`src/rtl/ce_hold_gate_pkg.sv`:
```
// Package: shared types for the chip-enable hold gate.
// Assumes nothing beyond IEEE 1800-2017.
package ce_hold_gate_pkg;

    // Source of the current gate output state.
    typedef enum logic [1:0] {
        GATE_OFF  = 2'd0,   // output inactive
        GATE_PASS = 2'd1,   // request passed through
        GATE_HOLD = 2'd2    // access kept alive after reset asserted
    } gate_mode_e;

    // Width of a counter that must hold values 0..max_val.
    function automatic int unsigned cnt_width(input int unsigned max_val);
        return (max_val < 2) ? 1 : $clog2(max_val + 1);
    endfunction

endpackage

```
`src/rtl/ceg_rise_detect.sv`:
```
// Module: ceg_rise_detect
// Flags the first cycle on which a level input is seen high after being low.
// Assumes the input is synchronous to clk. After reset the previous value is
// taken as high, so a level already high out of reset does not count as a rise.
module ceg_rise_detect (
    input  logic clk,
    input  logic rst_n,
    input  logic level_in,
    output logic rise
);
    logic level_q;

    // Remember the level from the previous clock.
    always_ff @(posedge clk) begin
        if (!rst_n) level_q <= 1'b1;
        else        level_q <= level_in;
    end

    // Rising edge: high now, low one cycle earlier.
    always_comb rise = level_in & ~level_q;

endmodule

```
`src/rtl/ceg_hold_timer.sv`:
```
// Module: ceg_hold_timer
// Counts down the remaining cycles of a hold window. A start loads
// HOLD_CYCLES-1 (the start cycle itself is the first cycle of the window);
// an abort clears the count at once and wins over start.
// Assumes HOLD_CYCLES >= 1.
module ceg_hold_timer #(
    parameter int unsigned HOLD_CYCLES = 3000
) (
    input  logic clk,
    input  logic rst_n,
    input  logic start,
    input  logic abort,
    output logic busy
);
    import ce_hold_gate_pkg::*;

    localparam int unsigned CW = cnt_width(HOLD_CYCLES);
    localparam logic [CW-1:0] LOAD_VAL = CW'(HOLD_CYCLES - 1);

    logic [CW-1:0] remain_q;

    // Load, count down or clear the remaining-cycle counter.
    always_ff @(posedge clk) begin
        if (!rst_n)                 remain_q <= '0;
        else if (abort)             remain_q <= '0;
        else if (start)             remain_q <= LOAD_VAL;
        else if (remain_q != '0)    remain_q <= remain_q - 1'b1;
    end

    // Window still open beyond the current cycle.
    always_comb busy = (remain_q != '0);

    AST_HOLD_FROM_START: assert property (@(posedge clk) disable iff (!rst_n)
        $rose(busy) |-> $past(start));

    AST_ABORT_CLEARS: assert property (@(posedge clk) disable iff (!rst_n)
        abort |=> !busy);

endmodule

```
`src/rtl/ceg_fresh_lock.sv`:
```
// Module: ceg_fresh_lock
// Blocks pass-through until a fresh request is seen. Set by reset activity
// or a manual clear; cleared only when the request is seen inactive while
// neither is present. Comes out of reset set.
module ceg_fresh_lock (
    input  logic clk,
    input  logic rst_n,
    input  logic block_evt,
    input  logic req_n,
    output logic locked
);
    logic lock_q;

    // Track whether a fresh request edge is still required.
    always_ff @(posedge clk) begin
        if (!rst_n)         lock_q <= 1'b1;
        else if (block_evt) lock_q <= 1'b1;
        else if (req_n)     lock_q <= 1'b0;
    end

    always_comb locked = lock_q;

endmodule

```
`src/rtl/ce_hold_gate.sv`:
```
// Module: ce_hold_gate (top)
// Gates an active-low chip enable for a battery-backed memory. Passes a fresh
// request while supply is good and reset inactive; keeps an access already in
// progress alive for HOLD_CYCLES clocks after reset asserts, or until the
// request ends; closes at once on a manual-reset clear. Output is registered.
// Assumes all inputs are synchronous to clk.
module ce_hold_gate #(
    parameter int unsigned HOLD_CYCLES = 3000
) (
    input  logic clk,
    input  logic rst_n,
    input  logic ce_req_n,
    input  logic supply_ok,
    input  logic rst_active,
    input  logic mr_clear,
    output logic ce_gated_n
);
    import ce_hold_gate_pkg::*;

    gate_mode_e mode_q;
    gate_mode_e mode_d;
    logic       rst_rise;
    logic       hold_start;
    logic       hold_busy;
    logic       locked;
    logic       pass_ok;
    logic       access_on;

    ceg_rise_detect u_rise (
        .clk      (clk),
        .rst_n    (rst_n),
        .level_in (rst_active),
        .rise     (rst_rise)
    );

    ceg_hold_timer #(.HOLD_CYCLES(HOLD_CYCLES)) u_timer (
        .clk   (clk),
        .rst_n (rst_n),
        .start (hold_start),
        .abort (mr_clear | ce_req_n),
        .busy  (hold_busy)
    );

    ceg_fresh_lock u_lock (
        .clk       (clk),
        .rst_n     (rst_n),
        .block_evt (rst_active | mr_clear),
        .req_n     (ce_req_n),
        .locked    (locked)
    );

    // Qualify hold start and plain pass-through from current inputs.
    always_comb begin
        access_on  = (mode_q != GATE_OFF);
        hold_start = rst_rise & access_on & ~ce_req_n & ~mr_clear;
        pass_ok    = ~ce_req_n & supply_ok & ~rst_active & ~locked & ~mr_clear;
    end

    // Choose next gate mode; manual clear has top priority.
    always_comb begin
        if (mr_clear)                             mode_d = GATE_OFF;
        else if (hold_start)                      mode_d = GATE_HOLD;
        else if (hold_busy && !ce_req_n)          mode_d = GATE_HOLD;
        else if (pass_ok)                         mode_d = GATE_PASS;
        else                                      mode_d = GATE_OFF;
    end

    // Register the mode so the output is glitch-free.
    always_ff @(posedge clk) begin
        if (!rst_n) mode_q <= GATE_OFF;
        else        mode_q <= mode_d;
    end

    assign ce_gated_n = (mode_q == GATE_OFF);

    AST_LOW_NEEDS_REQ: assert property (@(posedge clk) disable iff (!rst_n)
        !ce_gated_n |-> $past(!ce_req_n));

    AST_BLOCKED_STAYS_HIGH: assert property (@(posedge clk) disable iff (!rst_n)
        ((rst_active || !supply_ok) && ce_gated_n) |=> ce_gated_n);

    AST_HOLD_STARTS: assert property (@(posedge clk) disable iff (!rst_n)
        (rst_rise && !ce_gated_n && !ce_req_n && !mr_clear) |=> !ce_gated_n);

    AST_REQ_RELEASE: assert property (@(posedge clk) disable iff (!rst_n)
        ce_req_n |=> ce_gated_n);

    AST_MR_FORCES_HIGH: assert property (@(posedge clk) disable iff (!rst_n)
        mr_clear |=> ce_gated_n);

endmodule

```
`config.mk`:
```
export PLATFORM = sky130hd
export DESIGN_NAME = ce_hold_gate
export DESIGN_NICKNAME = d
export VERILOG_FILES = /design/src/rtl/ce_hold_gate_pkg.sv /design/src/rtl/ceg_rise_detect.sv /design/src/rtl/ceg_hold_timer.sv /design/src/rtl/ceg_fresh_lock.sv /design/src/rtl/ce_hold_gate.sv
export SDC_FILE = /design/constraint.sdc
export NUM_CORES = 1
export LEC_CHECK = 0
export CAP_MARGIN = 15
export CORE_UTILIZATION = 35
export DETAILED_ROUTE_END_ITERATION = 6
export PLACE_DENSITY_LB_ADDON = 0.2
export SKIP_CTS_REPAIR_TIMING = 1
export SKIP_LAST_GASP = 1
export SLEW_MARGIN = 20
export SYNTH_ARGS = -nofsm -noshare
export SYNTH_HDL_FRONTEND = slang
export SYNTH_SLANG_ARGS = --single-unit
```
`constraint.sdc`:
```
create_clock -name clk -period 3.9 [get_ports clk]
set_input_delay 0.585 -clock clk [delete_from_list [all_inputs] [get_ports clk]]
set_output_delay 0.585 -clock clk [all_outputs]
set_load 0.005 [all_outputs]
```
Word-level counts from Yosys, hierarchy flattened. Index checks and enable logic that the tools add are counted. Widths: inputs -> output; s select.

Bits in registers: 16. Input bits: 6. Output and inout bits: 1. Logic and storage cells: 39.

Add/subtract/negate cells: 1. Muxes and demuxes: 5. Bitwise logic cells: 16. Reductions and logical operators: 11.

Operator list (count): $mux 12 (2); $reduce_bool 12->1 (1); $sub 12x1->12 const B (1); $and 1x1->1 (8); $not 1->1 (6); $reduce_or 2->1 (3); $mux 2 (2); $reduce_bool 2->1 (2); $reduce_or 4->1 (1); $reduce_or 3->1 (1); $logic_not 2->1 (1); $or 1x1->1 (2); $logic_and 1x1->1 (1); $logic_not 1->1 (1); $mux 1 (1).

Longest topological paths before layout. Gate-level depths: netlist (run 1).

Depth after elaboration: 8. Depth in mapped cells: 6. Depth with buffers taken out: 6.

By module. A second synthesis (run 1) with hierarchy kept.

Cells, all modules: 86. Area, all modules: 857.1 um^2.

Modules (own cells, without submodules): ceg_hold_timer (times used 1, cells each 67, area each 665.6 um^2, sequential area each 240.2 um^2); ce_hold_gate (times used 1, cells each 13, area each 117.6 um^2, sequential area each 40.0 um^2); ceg_rise_detect (times used 1, cells each 3, area each 40.0 um^2, sequential area each 20.0 um^2); ceg_fresh_lock (times used 1, cells each 3, area each 33.8 um^2, sequential area each 20.0 um^2).

Worst setup path after synthesis (run 1). No wires, ideal clock.

Path kind: input to register. Start: input rst_active. End: register u_timer.remain_q[4]. Setup time: 0.075 ns. Arrival: 1.637 ns. Data required time: 3.825 ns. Slack: 2.188 ns. Stages: 4. Path buffers: 1. Cells stage by stage: or3b_2 > or3_1 > clkbuf_1 > a31oi_1.

Cells in the longest elaborated chain, start to end: 5. Elaborated cells between the ends (all ways): 6. Those cells by class: mux (1); bitwise (4); reduce/logical (1).

RTL lines: start: declaration (line ce_hold_gate.sv:14) `input logic rst_active,`; $and 1x1->1 (*) (line ceg_rise_detect.sv:20) `always_comb rise = level_in & ~level_q;`; $and 1x1->1 (*) (3 in a row) (line ce_hold_gate.sv:55) `hold_start = rst_rise & access_on & ~ce_req_n & ~mr_clear;`; $mux 12 / $reduce_bool 2->1 (equally long branches); end signal: assignment (line ceg_hold_timer.sv:27) `else if (remain_q != '0) remain_q <= remain_q - 1'b1;`; end: declaration (line ceg_hold_timer.sv:20) `logic [CW-1:0] remain_q;`.

Mark *: on every way between the ends. The rest lies on a longest branch, timed or not. A chain may end at the register's enable or synchronous reset.

Worst setup path after layout (run 1).
Start: register u_timer.remain_q[0]. End: register u_timer.remain_q[1].

Cells in the longest elaborated chain, start to end: 3. Elaborated cells between the ends (all ways): 5. Those cells by class: add/sub (1); mux (2); reduce/logical (2).

RTL lines: $sub 12x1->12 (line ceg_hold_timer.sv:27); $mux 12 (line ceg_hold_timer.sv:27); $mux 12 (line ceg_hold_timer.sv:26) `else if (start) remain_q <= LOAD_VAL;`.

Several ways; a longest one is shown, not always the timed one. The select of a mux whose other input is x is not followed.

==> results by group, run 1 <==
Synth
  – Yosys top cell area share: 41.8%
  – Synthesized area per cell: 8.70 µm²
  – Post-synth top area cell: dfxtp_1
  – Synth area leaders: dfxtp_1 42%, a21oi_1 5.9%, xnor2_1 4.6%
  – Yosys warns: 0
  – Post-Syn Area: 766 µm²
  – Cells after synthesis: 88
  – Sequential area share after synthesis: 41.8%
  – Unique masters post-synth: 29
  – Syn nets: 96
  – Synth Register Bits: 16

GRT
  – Vias in the first global route: 618
  – Pin count of the biggest net entering global routing: 11
  – First-pass GRT wire length: 2730 µm
  – GRT Total Usage: 15.2%
  – Overflow after GRT: 0
  – Antenna violations before repair: 0

Finish
  – Diode count: 0
  – Layout cells sized above 1: 11.3%
  – Layout fillers: 203
  – Area Overhead vs Synth: 16.5%
  – Multi-input gate area: 427 µm²
  – Layout Nets: 106
  – Sequential cell area: 320 µm²

Drt
  – Residual DRC: 0
  – Routed WL: 1560 µm
  – DRT antenna net count: 0
  – Wirelength per Cell: 12.6 µm
  – DR iter-0 viols: 8
  – Drt pass-1 iters: 4
  – Vias: 674
  – Vias per Instance: 5.44

STA
  – Period Utilization, post-route: 53.5%
  – Final Max Slew Viols: 0
  – RSZ-0062 raised after global routing: no
  – Endpoints failing setup: 0
  – Final hold violations: 0
  – Max_slew headroom: 56.3%
  – Setup_tns: 0 ps
  – Clock skew: 1.15 ps
  – Clock period minus worst slack: 2090 ps
  – Worst Tran Pin Value: 649 ps
  – Fmax: 479 MHz

Worst setup path
  – Critical path's slowest cell: nor3b_2
  – Reg2reg start: u_timer.remain_q[0]$_SDFFE_PP0P_
  – Crit-path max cell delay: 470 ps
  – Critical path origin: u_timer.remain_q[0]$_SDFFE_PP0P_
  – Critical path peak fanout: 8
  – Worst EP arrival: 2310 ps
  – Setup CP Type: flip-flop to flip-flop
  – Critical Path RT: 4120 ps
  – CP Capture Type: flip-flop
  – Type of origin of the critical path: flip-flop
  – Worst-path cell chain: inv_1 > ha_1 > nor3b_2 > nand4_1 > mux2_2 > a21oi_1

Flow run
  – Max-Cap Viols: 0

Floorplanning
  – DIE AREA: 0.00238 mm²
  – Vertical die dimension: 48.8 µm
  – Core Region: 0.00200 mm²
  – Initial Util: 38.2%
  – Rows: 16
  – I/O pin cnt: 7
  – Chip width: 48.8 µm

Clock tree
  – CTS tree: built
  – Clock Latency Late Sink: 290 ps
  – Clk root buf: clkbuf_4
  – CTS Buf Count: 3
  – Num Clock Sinks: 16
  – CTS clk-pin slew, worst paths: 100 ps
  – Htree depth: 1
  – Clk buf depth: 2

Hold path
  – Worst Min Path Start: u_lock.locked$_SDFFE_PP1P_
  – Hold Crit Class: flip-flop to flip-flop

Run status
  – Status: completed

Placed design
  – IO buf count: 6
  – GPL Wtd Cong: 0.797
  – Detail Placement HPWL: 1130 µm
==> registers in the layout, summed over array words and instances (netlist names) <==
register          cells
u_rise.level_q        1
u_timer.remain_q     12
mode_q                2
u_lock.locked         1
==> layout make-up <==
type / count / share of cell area (%)
Multi-Input combinational cell: 67 / 47.8
Sequential cell: 16 / 35.9
Timing Repair Buffer: 6 / 6.73
Clock buffer: 4 / 4.07
Tap cell: 27 / 3.79
Inverter: 4 / 1.68
==> critical path, delay by kind of cell, from the launching register on <==
family,cells,cell delay (ps)
adder cells (fa/ha/maj),1,150
flip-flops,1,350
AO/OA/AOI/OAI,1,130
multiplexers,1,400
AND/OR/NAND/NOR,2,910
buffers and inverters,1,90
==> final timing paths <==
kind,endpoint,slack [ps],cells after the start
min,u_lock.locked$_SDFFE_PP1P_,470,1
min reg2reg,u_lock.locked$_SDFFE_PP1P_,470,1
max,u_timer.remain_q[1]$_SDFFE_PP0P_,1810,6
max reg2reg,u_timer.remain_q[1]$_SDFFE_PP0P_,1810,6
==> cells by family (layout without fill, tap and decap cells) <==
kind of cell | after synthesis | after routing | synth area share [%]
AOI/OAI and AO/OA | 20 | 20 | 17.5
xor gates and xnor gates | 4 | 4 | 4.57
muxes | 2 | 2 | 2.78
adders and majority gates | 2 | 2 | 3.27
DFF | 16 | 16 | 41.8
buffers and inverters | 5 | 14 | 2.45
and+or+nand+nor | 39 | 39 | 27.6
==> routing by layer <==
layer,track usage (%),part of all wire [%],vias to the layer above
li1,-,-,340
met4,4.41,1.2,0
met2,24.1,48,15
met3,5.61,4.2,4
met1,19.2,46,315
met5,0,0,-
==> cell usage in the layout (no fill, tap or decap), drive strengths merged <==
| cell | n |
|---|---|
| nor4b | 1 |
| nand2 | 8 |
| mux2i | 1 |
| mux2 | 1 |
| o21ai | 1 |
| a211oi | 1 |
| nand3 | 3 |
| clkbuf | 4 |
| a211o | 3 |
| a2111oi | 1 |
| xnor2 | 4 |
| nand4 | 1 |
| o21ba | 1 |
| nor2b | 1 |
| nor3 | 3 |
| dfxtp | 16 |
| nor3b | 1 |
| a31oi | 4 |
| or3b | 1 |
| nor4 | 3 |
| or2 | 1 |
| nand3b | 1 |
| nand2b | 2 |
| or4 | 1 |
| inv | 4 |
| ha | 2 |
| or3 | 3 |
| clkdlybuf4s50 | 6 |
| a21oi | 9 |
| nor2 | 9 |
==> cell usage after synthesis (all sizes together) <==
cell type  instances
nor2b              1
o21ba              1
nand3b             1
a31oi              4
nor3               3
or3b               1
mux2               1
nor3b              1
nand4              1
a2111oi            1
inv                4
ha                 2
nand2b             2
or4                1
or3                3
a211oi             1
dfxtp             16
clkbuf             1
a21oi              9
nand3              3
nor2               9
or2                1
nor4b              1
a211o              3
mux2i              1
xnor2              4
nand2              8
nor4               3
o21ai              1
==> metrics by stage <==
stage               instance area (µm²)  hold slack [ps]  utilization [%]  setup WS [ps]  std cells
floorplan                           766              426                -           2190         88
detailed placement                  856              445             42.8           1620        120
CTS                                 892              471             44.6           1780        124
global route                        892              491             44.6           1570        124
finish                              892              466             44.6           1810        124
global placement                    856              445             42.8           1650        120
Power of run 1 is left out: the tool's default activity adds up to more than one toggle a clock period on the data nets, which glitch-free logic cannot reach.
==> run 2: changes to the inputs <==
==> constraint.sdc (replaced) <==
create_clock -name clk -period 1.98 [get_ports clk]
set_input_delay 0.297 -clock clk [delete_from_list [all_inputs] [get_ports clk]]
set_output_delay 0.297 -clock clk [all_outputs]
set_load 0.005 [all_outputs]
==> results by group, run 2 (same netlist as run 1, synthesis figures left out) <==
GRT
  – Vias in the first global route: 564 (-8.7%)
  – GRT Total Usage: 13.3% (-1.9 points)
  – Pin count of the biggest net entering global routing: 11 (unchanged)
  – Overflow after GRT: 0 (unchanged)
  – First-pass GRT wire length: 2460 µm (-9.9%)
  – Antenna violations before repair: 0 (unchanged)

STA
  – Period Utilization, post-route: 91.9% (+38 points)
  – Fmax: 550 MHz (+15%)
  – Setup_tns: 0 ps (unchanged)
  – Final Max Slew Viols: 0 (unchanged)
  – Clock period minus worst slack: 1820 ps (-268 ps)
  – Final hold violations: 0 (unchanged)
  – Min setup slack post-route: 160 ps (-1650 ps)
  – Endpoints failing setup: 0 (unchanged)
  – Worst Tran Pin Value: 388 ps (-260 ps)
  – Clock skew: 5.04 ps (+3.89 ps)
  – Max_slew headroom: 73.9% (+18 points)
  – RSZ-0062 raised after global routing: no

Worst setup path
  – CP Capture Type: flip-flop
  – Worst EP arrival: 2030 ps (-280 ps)
  – Critical path peak fanout: 7 (-1)
  – Register-to-register path setup slack: 160 ps (-1650 ps)
  – Setup CP Type: flip-flop to flip-flop
  – Critical Path RT: 2190 ps (-1930 ps)
  – Type of origin of the critical path: flip-flop

Placed design
  – Post-Place Worst Slack: 15.3 ps (-1610 ps)
  – GPL Wtd Cong: 0.802 (+0.58%)
  – Detail Placement HPWL: 1130 µm (+0.59%)
  – Placed Area: 878 µm² (+2.6%)
  – IO buf count: 6 (unchanged)

Hold path
  – Hold Crit Class: flip-flop to flip-flop

Clock tree
  – CTS Buf Count: 3 (unchanged)
  – Clock Latency Late Sink: 290 ps (about the same)
  – Clk buf depth: 2 (unchanged)
  – CTS clk-pin slew, worst paths: 100 ps (about the same)
  – Num Clock Sinks: 16 (unchanged)
  – CTS tree: built
  – Clk root buf: clkbuf_4
  – Htree depth: 1 (unchanged)

Finish
  – Finished Cell Area: 915 µm² (+2.5%)
  – Regs by FF count: u_timer.remain_q: 12 flops, mode_q: 2 flops
  – Diode count: 0 (unchanged)
  – Most frequent cells in the layout: 16 x dfxtp_1, 9 x nor2_1, 9 x a21oi_1
  – Biggest register: u_timer.remain_q
  – Layout cells sized above 1: 14.0% (+2.7 points)
  – Layout Nets: 109 (+2.8%)
  – Area Overhead vs Synth: 19.4%
  – Most common cell after layout, fill and taps aside: dfxtp_1
  – Final core utilization: 45.7% (+1.1 points)
  – Max reg flops: 12 (unchanged)

Floorplanning
  – Core Region: 0.00200 mm² (unchanged)
  – Initial Util: 38.2% (unchanged)
  – Vertical die dimension: 48.8 µm (unchanged)
  – Rows: 16 (unchanged)
  – Chip width: 48.8 µm (unchanged)
  – I/O pin cnt: 7 (unchanged)
  – DIE AREA: 0.00238 mm² (unchanged)

Drt
  – Met3 wire len: 46 µm (-30%)
  – DRT antenna net count: 0 (unchanged)
  – Routed WL: 1500 µm (-4.1%)
  – Residual DRC: 0 (unchanged)
  – Met2 WL: 692 µm (-8.2%)
  – Wirelength per Cell: 11.8 µm (-6.4%)
  – Drt pass-1 iters: 4 (unchanged)
  – DR iter-0 viols: 11 (+3)
  – Vias per Instance: 5.28 (-2.9%)
  – Max layer used: met4
  – Vias: 670 (-0.59%)
  – DRT met1 WL: 734 µm (+1.9%)

Run status
  – Status: completed

Flow run
  – Max-Cap Viols: 0 (unchanged)
run 2: changes by cell type in the layout (fill, tap and decap cells not counted), sizes merged:
cell  delta
buf      +3
run 2: layer usage:
layer | vias up | GRT usage [%]
met1 | 306 | 17.6
met5 | - | 0
met3 | 2 | 1.87
met2 | 17 | 21.3
met4 | 0 | 5.88
li1 | 345 | -
run 2: critical path, stage by stage, from the launching register on:
cell and delay [ps]:
dfxtp_1 380, or4_4 590, or3_1 350, a211o_1 280, a31oi_1 150
run 2: final cells by class:
type | instances | area, µm²
fillers | 209 | 1090
flip-flops and latches | 16 | 320
well taps | 27 | 33.8
clock buffers | 4 | 36.3
repair buffers | 9 | 82.6
multi-input cells | 67 | 427
inverters | 4 | 15.0
run 2: final timing paths:
check,from,endpoint,cells past startpoint
hold reg to reg,u_lock.locked$_SDFFE_PP1P_,u_lock.locked$_SDFFE_PP1P_,1
setup / recovery,u_timer.remain_q[3]$_SDFFE_PP0P_,u_timer.remain_q[8]$_SDFFE_PP0P_,4
hold / removal,u_lock.locked$_SDFFE_PP1P_,u_lock.locked$_SDFFE_PP1P_,1
setup reg to reg,u_timer.remain_q[3]$_SDFFE_PP0P_,u_timer.remain_q[8]$_SDFFE_PP0P_,4
run 2: stage by stage:
stage               hold WS [ps]  cells
global placement             442    123
finish                       466    127
CTS                          473    127
detailed placement           449    123
global route                 504    127
floorplan                    396     88
Power of run 2 is left out for the same reason.
==> run 3: changes to the inputs <==
--- a/config.mk
+++ b/config.mk
@@ -5,6 +5,7 @@
 export SDC_FILE = /design/constraint.sdc
 export NUM_CORES = 1
 export LEC_CHECK = 0
+export ABC_CLOCK_PERIOD_IN_PS = 1980
 export CAP_MARGIN = 15
 export CORE_UTILIZATION = 35
 export DETAILED_ROUTE_END_ITERATION = 6
==> results of run 3 <==
The final DEF is identical to that of run 2; final timing and power are the same.
Power of run 3 is left out for the same reason.
